--- config.mk ---
export PLATFORM = sky130hd
export DESIGN_NAME = lpm_clk_ctrl
export DESIGN_NICKNAME = d
export VERILOG_FILES = /design/src/rtl/lpm_pkg.sv /design/src/rtl/lpm_apb_idle.sv /design/src/rtl/lpm_seq.sv /design/src/rtl/lpm_gate.sv /design/src/rtl/lpm_clk_ctrl.sv
export SDC_FILE = /design/constraint.sdc
export NUM_CORES = 1
export LEC_CHECK = 0
export ABC_AREA = 1
export CAP_MARGIN = 20
export CORE_MARGIN = 2
export CORE_UTILIZATION = 39
export DETAILED_ROUTE_END_ITERATION = 6
export PLACE_DENSITY = 0.78
export REMOVE_ABC_BUFFERS = 1
export SETUP_SLACK_MARGIN = 0.5
export SKIP_CTS_REPAIR_TIMING = 1
export SYNTH_ARGS = -nofsm -noshare
export SYNTH_HDL_FRONTEND = slang
export SYNTH_SLANG_ARGS = --single-unit
--- constraint.sdc ---
create_clock -name clk_i -period 1.3 [get_ports clk_i]
set_input_delay 0.13 -clock clk_i [delete_from_list [all_inputs] [get_ports clk_i]]
set_output_delay 0.13 -clock clk_i [all_outputs]
set_load 0.01 [all_outputs]
--- src/rtl/lpm_pkg.sv ---
package lpm_pkg;
  localparam int unsigned MODE_W   = 2;
  localparam int unsigned SYSCLK_W = 2;
  localparam int unsigned N_OSC    = 4;

  localparam logic [MODE_W-1:0] MODE_RUN   = 2'd0;
  localparam logic [MODE_W-1:0] MODE_SLEEP = 2'd1;
  localparam logic [MODE_W-1:0] MODE_STOP  = 2'd2;
  localparam logic [MODE_W-1:0] MODE_STDBY = 2'd3;

  localparam logic [SYSCLK_W-1:0] SYSCLK_RC = 2'd0;

  // oscillator enable bit positions
  localparam int unsigned OSC_PLL  = 0;
  localparam int unsigned OSC_RC   = 1;
  localparam int unsigned OSC_RC14 = 2;
  localparam int unsigned OSC_XTAL = 3;

  typedef enum logic [2:0] {
    ST_RUN   = 3'd0,
    ST_SLEEP = 3'd1,
    ST_PEND  = 3'd2,
    ST_STOP  = 3'd3,
    ST_STDBY = 3'd4
  } lpm_state_e;
endpackage

--- src/rtl/lpm_apb_idle.sv ---
module lpm_apb_idle #(
  parameter int unsigned N_APB = 8
) (
  input  logic [N_APB-1:0] en_i,
  output logic             all_off_o
);
  logic [N_APB:0] any_on;
  assign any_on[0] = 1'b0;
  for (genvar g = 0; g < N_APB; g++) begin : g_or
    assign any_on[g+1] = any_on[g] | en_i[g];
  end
  assign all_off_o = ~any_on[N_APB];
endmodule

--- src/rtl/lpm_seq.sv ---
module lpm_seq
  import lpm_pkg::*;
(
  input  logic                clk_i,
  input  logic                rst_ni,
  input  logic                mode_go_i,
  input  logic [MODE_W-1:0]   mode_sel_i,
  input  logic                sel_load_i,
  input  logic [SYSCLK_W-1:0] sel_req_i,
  input  logic                flash_busy_i,
  input  logic                apb_busy_i,
  input  logic                wake_irq_i,
  output lpm_state_e          state_q_o,
  output lpm_state_e          state_d_o,
  output logic [SYSCLK_W-1:0] sysclk_sel_o
);
  lpm_state_e          state_q, state_d;
  logic                pend_stdby_q, pend_stdby_d;
  logic [SYSCLK_W-1:0] sel_q, sel_d;
  logic                busy;

  assign busy = flash_busy_i | apb_busy_i;

  always_comb begin
    state_d      = state_q;
    pend_stdby_d = pend_stdby_q;
    sel_d        = sel_q;
    unique case (state_q)
      ST_RUN: begin
        if (sel_load_i) sel_d = sel_req_i;
        if (mode_go_i) begin
          if (mode_sel_i == MODE_SLEEP) begin
            state_d = ST_SLEEP;
          end else if (mode_sel_i == MODE_STOP || mode_sel_i == MODE_STDBY) begin
            pend_stdby_d = (mode_sel_i == MODE_STDBY);
            if (busy)                         state_d = ST_PEND;
            else if (mode_sel_i == MODE_STDBY) state_d = ST_STDBY;
            else                              state_d = ST_STOP;
          end
        end
      end
      ST_SLEEP: if (wake_irq_i) state_d = ST_RUN;
      ST_PEND: begin
        if (!busy) state_d = pend_stdby_q ? ST_STDBY : ST_STOP;
      end
      ST_STOP: begin
        if (wake_irq_i) begin
          state_d = ST_RUN;
          sel_d   = SYSCLK_RC;
        end
      end
      ST_STDBY: state_d = ST_STDBY;  // exit by reset only
      default: state_d = ST_RUN;
    endcase
  end

  always_ff @(posedge clk_i or negedge rst_ni) begin
    if (!rst_ni) begin
      state_q      <= ST_RUN;
      pend_stdby_q <= 1'b0;
      sel_q        <= SYSCLK_RC;
    end else begin
      state_q      <= state_d;
      pend_stdby_q <= pend_stdby_d;
      sel_q        <= sel_d;
    end
  end

  assign state_q_o    = state_q;
  assign state_d_o    = state_d;
  assign sysclk_sel_o = sel_q;
endmodule

--- src/rtl/lpm_gate.sv ---
module lpm_gate
  import lpm_pkg::*;
(
  input  logic             clk_i,
  input  logic             rst_ni,
  input  lpm_state_e       state_d_i,
  input  logic             dbg_stop_hold_i,
  input  logic             dbg_stdby_hold_i,
  input  logic             flash_sw_en_i,
  input  logic             ram_sw_en_i,
  input  logic             pbus_sw_en_i,
  input  logic             dma_sw_en_i,
  input  logic             apb_all_off_i,
  output logic             cpu_clk_en_o,
  output logic             flash_clk_en_o,
  output logic             ram_clk_en_o,
  output logic             bridge_clk_en_o,
  output logic             pbus_clk_en_o,
  output logic             dma_clk_en_o,
  output logic [N_OSC-1:0] osc_en_o,
  output logic             core_pwr_en_o
);
  logic sleep_n, held, pwr_off;

  assign sleep_n = (state_d_i == ST_SLEEP);
  assign held    = (state_d_i == ST_STOP  && dbg_stop_hold_i) ||
                   (state_d_i == ST_STDBY && dbg_stdby_hold_i);
  assign pwr_off = (state_d_i == ST_STOP || state_d_i == ST_STDBY) && !held;

  always_ff @(posedge clk_i or negedge rst_ni) begin
    if (!rst_ni) begin
      cpu_clk_en_o    <= 1'b1;
      flash_clk_en_o  <= 1'b1;
      ram_clk_en_o    <= 1'b1;
      bridge_clk_en_o <= 1'b1;
      pbus_clk_en_o   <= 1'b1;
      dma_clk_en_o    <= 1'b1;
      core_pwr_en_o   <= 1'b1;
    end else begin
      cpu_clk_en_o    <= !pwr_off && !sleep_n;
      flash_clk_en_o  <= !pwr_off && (!sleep_n || flash_sw_en_i);
      ram_clk_en_o    <= !pwr_off && (!sleep_n || ram_sw_en_i);
      bridge_clk_en_o <= !pwr_off && !apb_all_off_i;
      pbus_clk_en_o   <= !pwr_off && pbus_sw_en_i;
      dma_clk_en_o    <= !pwr_off && dma_sw_en_i;
      core_pwr_en_o   <= !pwr_off;
    end
  end

  for (genvar g = 0; g < N_OSC; g++) begin : g_osc
    always_ff @(posedge clk_i or negedge rst_ni) begin
      if (!rst_ni) osc_en_o[g] <= 1'b1;
      else         osc_en_o[g] <= !pwr_off;
    end
  end
endmodule

--- src/rtl/lpm_clk_ctrl.sv ---
module lpm_clk_ctrl
  import lpm_pkg::*;
#(
  parameter int unsigned N_APB = 8
) (
  input  logic                clk_i,
  input  logic                rst_ni,
  input  logic                mode_go_i,
  input  logic [1:0]          mode_sel_i,
  input  logic                sel_load_i,
  input  logic [1:0]          sel_req_i,
  input  logic                flash_sw_en_i,
  input  logic                ram_sw_en_i,
  input  logic [N_APB-1:0]    apb_periph_en_i,
  input  logic                pbus_sw_en_i,
  input  logic                dma_sw_en_i,
  input  logic                flash_busy_i,
  input  logic                apb_busy_i,
  input  logic                wake_irq_i,
  input  logic                dbg_stop_hold_i,
  input  logic                dbg_stdby_hold_i,
  output logic                cpu_clk_en_o,
  output logic                flash_clk_en_o,
  output logic                ram_clk_en_o,
  output logic                bridge_clk_en_o,
  output logic                pbus_clk_en_o,
  output logic                dma_clk_en_o,
  output logic                pll_en_o,
  output logic                rc_main_en_o,
  output logic                rc_14m_en_o,
  output logic                xtal_en_o,
  output logic                core_pwr_en_o,
  output logic [1:0]          sysclk_sel_o
);
  lpm_state_e       state_q, state_d;
  logic             apb_all_off;
  logic [N_OSC-1:0] osc_en;

  lpm_apb_idle #(.N_APB(N_APB)) u_apb_idle (
    .en_i      (apb_periph_en_i),
    .all_off_o (apb_all_off)
  );

  lpm_seq u_seq (
    .clk_i        (clk_i),
    .rst_ni       (rst_ni),
    .mode_go_i    (mode_go_i),
    .mode_sel_i   (mode_sel_i),
    .sel_load_i   (sel_load_i),
    .sel_req_i    (sel_req_i),
    .flash_busy_i (flash_busy_i),
    .apb_busy_i   (apb_busy_i),
    .wake_irq_i   (wake_irq_i),
    .state_q_o    (state_q),
    .state_d_o    (state_d),
    .sysclk_sel_o (sysclk_sel_o)
  );

  lpm_gate u_gate (
    .clk_i            (clk_i),
    .rst_ni           (rst_ni),
    .state_d_i        (state_d),
    .dbg_stop_hold_i  (dbg_stop_hold_i),
    .dbg_stdby_hold_i (dbg_stdby_hold_i),
    .flash_sw_en_i    (flash_sw_en_i),
    .ram_sw_en_i      (ram_sw_en_i),
    .pbus_sw_en_i     (pbus_sw_en_i),
    .dma_sw_en_i      (dma_sw_en_i),
    .apb_all_off_i    (apb_all_off),
    .cpu_clk_en_o     (cpu_clk_en_o),
    .flash_clk_en_o   (flash_clk_en_o),
    .ram_clk_en_o     (ram_clk_en_o),
    .bridge_clk_en_o  (bridge_clk_en_o),
    .pbus_clk_en_o    (pbus_clk_en_o),
    .dma_clk_en_o     (dma_clk_en_o),
    .osc_en_o         (osc_en),
    .core_pwr_en_o    (core_pwr_en_o)
  );

  assign pll_en_o     = osc_en[OSC_PLL];
  assign rc_main_en_o = osc_en[OSC_RC];
  assign rc_14m_en_o  = osc_en[OSC_RC14];
  assign xtal_en_o    = osc_en[OSC_XTAL];
endmodule

After elaboration in Yosys (flattened, before gate mapping)
Index checks and enable logic that the tools add are counted.
Word-level totals
  bits in registers: 13
  bits of input ports: 25
Cells by class
  equality and inequality tests: 12
  muxes and demuxes: 12
  bitwise gates (word level): 9
  reductions and logical operators: 22
Operators with widths (count)
  2-to-1 mux 3 bit: 8
  case mux 3 bit (4 select lines): 1
  equality test 3 x 2 -> 1 bit (second input constant): 3
  logical AND 1 bit: 9
  bitwise OR 1 bit: 8
  equality test 3 x 1 -> 1 bit (second input constant): 2
  equality test 3 bit (second input constant): 2
  logical OR 1 bit: 5
  equality test 2 bit (second input constant): 2
  2-to-1 mux 2 bit: 2
  != test 2 bit (second input constant): 2
  case mux 2 bit (2 select lines): 1
  AND reduction 4 bit: 1
  logical NOT 1 bit: 3
  logical NOT 3 bit: 1
  AND reduction 3 bit: 1
  equality test 2 x 1 -> 1 bit (second input constant): 1
  nonzero test 2 bit: 1
  OR reduction 2 bit: 1
  NOT 1 bit: 1

Logic depth before layout (Yosys ltp)
  depth after elaboration: 14
  depth in mapped cells: 11
  depth with buffers taken out: 11

By module
A second synthesis with hierarchy kept.
Unflattened totals
  cell total of the unflattened synthesis: 99
  area, all modules: 721.9 um^2
By module, submodules not included
  lpm_seq: times used 1, cells each 58, area an instance 391.6 um^2
  lpm_gate: times used 1, cells each 34, area an instance 304.0 um^2
  lpm_apb_idle: times used 1, cells each 7, area an instance 26.3 um^2

Least setup slack after synthesis
No wires, ideal clock.
  path type: reg2reg
  start point: reg u_seq.state_q[0] (netlist: u_seq.state_q_o[0])
  end point: reg u_gate.bridge_clk_en_o
  data arrival time: 1121 ps
  data required time: 1219 ps
  setup slack: 98 ps
  stages on the path, launching flop included: 9
  path buffers: 0
  period minus slack after synthesis: 1202 ps
  cells stage by stage: dfrtp_1 inv_2 nand3_1 nor2_2 nand2_2 nand3_2 nand3_4 nand2_8 nor2_2
On the way
  cells in the longest elaborated chain, start to end: 11
Ends and longest elaborated chain
  from (decl): line lpm_seq.sv:17  | lpm_state_e state_q, state_d;
  from (signal assigned): line lpm_seq.sv:63  | state_q <= state_d;
  2-to-1 mux 3 bit: line lpm_seq.sv:34  | end else if (mode_sel_i == MODE_STOP || mode_sel_i == MODE_STDBY) begin
  2-to-1 mux 3 bit: line lpm_seq.sv:32  | if (mode_sel_i == MODE_SLEEP) begin
  2-to-1 mux 3 bit: line lpm_seq.sv:31  | if (mode_go_i) begin
  case mux 3 bit (4 select lines) *: line lpm_seq.sv:28  | unique case (state_q)
  named net state_d[0]: line lpm_clk_ctrl.sv:35  | lpm_state_e state_q, state_d;
  equality test 3 x 2 -> 1 bit or equality test 3 bit (tied branches): line lpm_gate.sv:26, lpm_gate.sv:28, lpm_gate.sv:27
  logical AND 1 bit (on tied branches): line lpm_gate.sv:26, lpm_gate.sv:27
  logical OR 1 bit: line lpm_gate.sv:26  | assign held = (state_d_i == ST_STOP && dbg_stop_hold_i) ||
  logical NOT 1 bit: line lpm_gate.sv:28  | assign pwr_off = (state_d_i == ST_STOP || state_d_i == ST_STDBY) && !held;
  logical AND 1 bit *: line lpm_gate.sv:28
  logical NOT 1 bit *: line lpm_gate.sv:43  | bridge_clk_en_o <= !pwr_off && !apb_all_off_i;
  logical AND 1 bit *: line lpm_gate.sv:43
  to (signal assigned): line lpm_gate.sv:43
  to (decl): line lpm_gate.sv:17  | output logic bridge_clk_en_o,
The timed path passes the listed nets; every way through them passes the cells marked *.
A chain may end at the register's enable or synchronous reset.

Worst setup path in the final report
  start point: reg u_seq.state_q[0] (netlist: u_seq.state_q_o[0])
  end point: reg u_gate.flash_clk_en_o
On the way
  cells in the longest elaborated chain, start to end: 11
Ends and longest elaborated chain
  2-to-1 mux 3 bit: line lpm_seq.sv:34
  2-to-1 mux 3 bit: line lpm_seq.sv:32
  2-to-1 mux 3 bit: line lpm_seq.sv:31
  case mux 3 bit (4 select lines) *: line lpm_seq.sv:28
  named net state_d[0]: line lpm_clk_ctrl.sv:35
  equality test 3 x 2 -> 1 bit or equality test 3 bit (tied branches): line lpm_gate.sv:26, lpm_gate.sv:28, lpm_gate.sv:27
  logical AND 1 bit (on tied branches): line lpm_gate.sv:26, lpm_gate.sv:27
  logical OR 1 bit: line lpm_gate.sv:26
  logical NOT 1 bit: line lpm_gate.sv:28
  logical AND 1 bit: line lpm_gate.sv:28
  logical NOT 1 bit: line lpm_gate.sv:41  | flash_clk_en_o <= !pwr_off && (!sleep_n || flash_sw_en_i);
  logical AND 1 bit *: line lpm_gate.sv:41
  to (signal assigned): line lpm_gate.sv:41
  to (decl): line lpm_gate.sv:15  | output logic flash_clk_en_o,
Marked as above.

==> metrics.txt <==
run status=completed; area share of the largest cell type after synthesis=0.238; Top Family by Delay on Critical Path=simple AND/OR/NAND/NOR gates; area of all placed cells without fillers=0.00123 mm^2; Synth-to-Final Area Change=58.8%; total detailed-routing wirelength=1700 um; Main synth FF type=dfstp_2; maximum number of pins on one net before global-route repair=14; sequential cell area fraction in the yosys report=0.433; maximum clock frequency=788 MHz; wire per inst=10.5 um; final setup violation count=0; post-layout worst setup margin=0.0312 ns; wire length of the first global-routing pass=2680 um; kind of start point of the critical path=flop; clock transition at the registers of the reported paths=0.07 ns; total power per unit cell area=1630 mW/mm^2; EDFF count, synth=0; Synthesis Warnings=0; number of antenna violations at the first check in global routing=0; Initial Utilization=0.402; buffers added on ports=37; post-placement cell count=158; clk_skew=0.000411 ns; TritonCTS clock tree=yes; minimum clock period after layout=1.27 ns; area after detailed placement=0.00116 mm^2; DRC violation count after routing=0; vias after detailed routing=716; RSZ-0062 raised after global routing=true; Slew HR=0.846; total number of H-tree levels=1; Final Hold Viols=0; post-synth top area cell=dfstp_2; Tcrit/Tclk final=0.976; share of synthesized registers carrying an async set or reset=1.00; total of flip-flops plus latches after synthesis=13; flip-flop count of the largest register, all copies and words added=3; Max Fanout on Critical Path=4; number of clock sinks=13; detailed-router iteration count before antenna repair=5; Core Box Area=0.00192 mm^2; last weighted congestion value of the routability-driven placer=0.803; overall routing resource usage=0.142; Peak supply drop=0.000769 V; slowest cell on the critical path=dfrtp_2; Vias per Instance=4.42; CTS Root Cell=clkbuf_4; vertical die dimension=48.5 um; Slew @ Worst Pin=0.229 ns; Max-Cap Viols=0; distinct cell type count of the synthesized netlist=19; most frequent cell after synthesis=nand2_1; average instance area after synthesis=8.04 um^2; antenna-violating nets left=0; Data required, critical path=1.50 ns; R2R cell count=8; post-route core utilization=0.638; number of top-level design ports=38; kind of critical path=reg -> reg; largest cells by area after synthesis=dfstp_2 24%, dfrtp_1 19%, nand2_1 9.2%, nor2_2 8.9%, inv_1 6.3%; data arrival time of the critical path=1.47 ns; Critical Path Sink Type=flop; Leak=0.565 nW; Crit path largest cell delay=0.45 ns; depth of the critical timing path with buffers and inverters included=8; number of non-filler instances in the completed layout=162; net count reported at finish=161; worst setup slack before clock tree synthesis=-0.264 ns; antenna cell count=0; path class of the lowest-slack min-delay path=in -> async; most used standard cells in the synthesized netlist=19 x nand2_1, 13 x inv_1, 11 x nor2_2; overall die width=48.5 um; proportion of layout cells with a drive suffix above 1=0.444; number of global-route vias before repair=730; Num CTS Buffers=3; Clock Latency Late Sink=0.26 ns; detailed router's first-iteration violation count=10; global route overflow=0; number of rows created at floorplan=16; Final Max Slew Viols=0; maximum count of clock buffers along a single path=2; buffering stage count on the worst path with inverters included=1; area of the mapped netlist=772 um^2; die area=0.00235 mm^2; synthesized instance count=96; critical-path cell list=inv_2 > nand3_1 > nor2_2 > nand2_2 > nand3_2 > nand2_2 > nor2_1 > nor2_2; number of fill cells=170; Detailed Place HPWL=1370 um
[final cells by class]
cell class / instances / area (um^2) / area share
clock buffers: 4 / 26.3 / 0.0214
inverters: 18 / 67.6 / 0.0551
multi-input cells: 61 / 373 / 0.304
flip-flops and latches: 13 / 337 / 0.274
well taps: 27 / 33.8 / 0.0276
repair buffers: 39 / 389 / 0.317
[report_power, final]
part           switching, mW  internal (mW)  total [mW]
sequential             0.129          0.596       0.725
combinational          0.530          0.508        1.04
clock                  0.118          0.119       0.237
total                  0.777           1.22        2.00
[cells by family (layout without fill, tap and decap cells)]
kind of cell	count (synthesis)	in the layout	share of synthesized area
simple gates	57	57	0.410
compound gates	4	4	0.0308
buf+inv	22	61	0.126
flops	13	13	0.433
[final timing paths]
kind | start | slack, ns | endpoint
hold reg to reg | u_seq.pend_stdby_q | 0.50 | u_seq.pend_stdby_q
max in group asynchronous | rst_ni | 0.88 | u_gate.core_pwr_en_o
hold / removal | rst_ni | 0.19 | u_seq.state_q_o[1]
min in group clk_i | pbus_sw_en_i | 0.35 | u_gate.pbus_clk_en_o
setup reg to reg | u_seq.state_q_o[0] | 0.03 | u_gate.flash_clk_en_o
setup / recovery | u_seq.state_q_o[0] | 0.03 | u_gate.flash_clk_en_o
[worst reg2reg max path: stages, from the launching register on]
cell and delay [ns]:
dfrtp_2 0.45, inv_2 0.10, nand3_1 0.09, nor2_2 0.13, nand2_2 0.06, nand3_2 0.11
nand2_2 0.09, nor2_1 0.11, nor2_2 0.05
[metrics by stage]
step | TNS (ns) | total power [mW] | hold WS, ns
after CTS | -1.85 | 1.93 | 0.197
final | 0 | 2.00 | 0.191
after global placement | -1.43 | 1.67 | 0.443
after detailed placement | -1.79 | 1.70 | 0.483
after floorplan | 0 | 1.25 | -0.166
after global routing | -0.217 | 2.13 | 0.196
[cells in the final DEF, fill, tap and decap left out, types with 2 or more instances in the layout]
cell type	count
buf_2	2
buf_4	2
buf_6	11
clkbuf_4	3
clkdlybuf4s50_1	24
dfrtp_1	4
dfrtp_2	2
dfstp_2	7
inv_1	13
inv_2	5
nand2_1	17
nand2_2	6
nand3_1	5
nand3_2	3
nor2_1	5
nor2_2	12
nor2_4	3
nor3_1	2
o21ai_0	3
[metal layers]
metal	routed length (um)	GRT usage
met5	0	0
met4	52	0.0429
met3	118	0.0309
met2	927	0.294
met1	597	0.135
No activity file was read; power rests on OpenSTA's default activity.
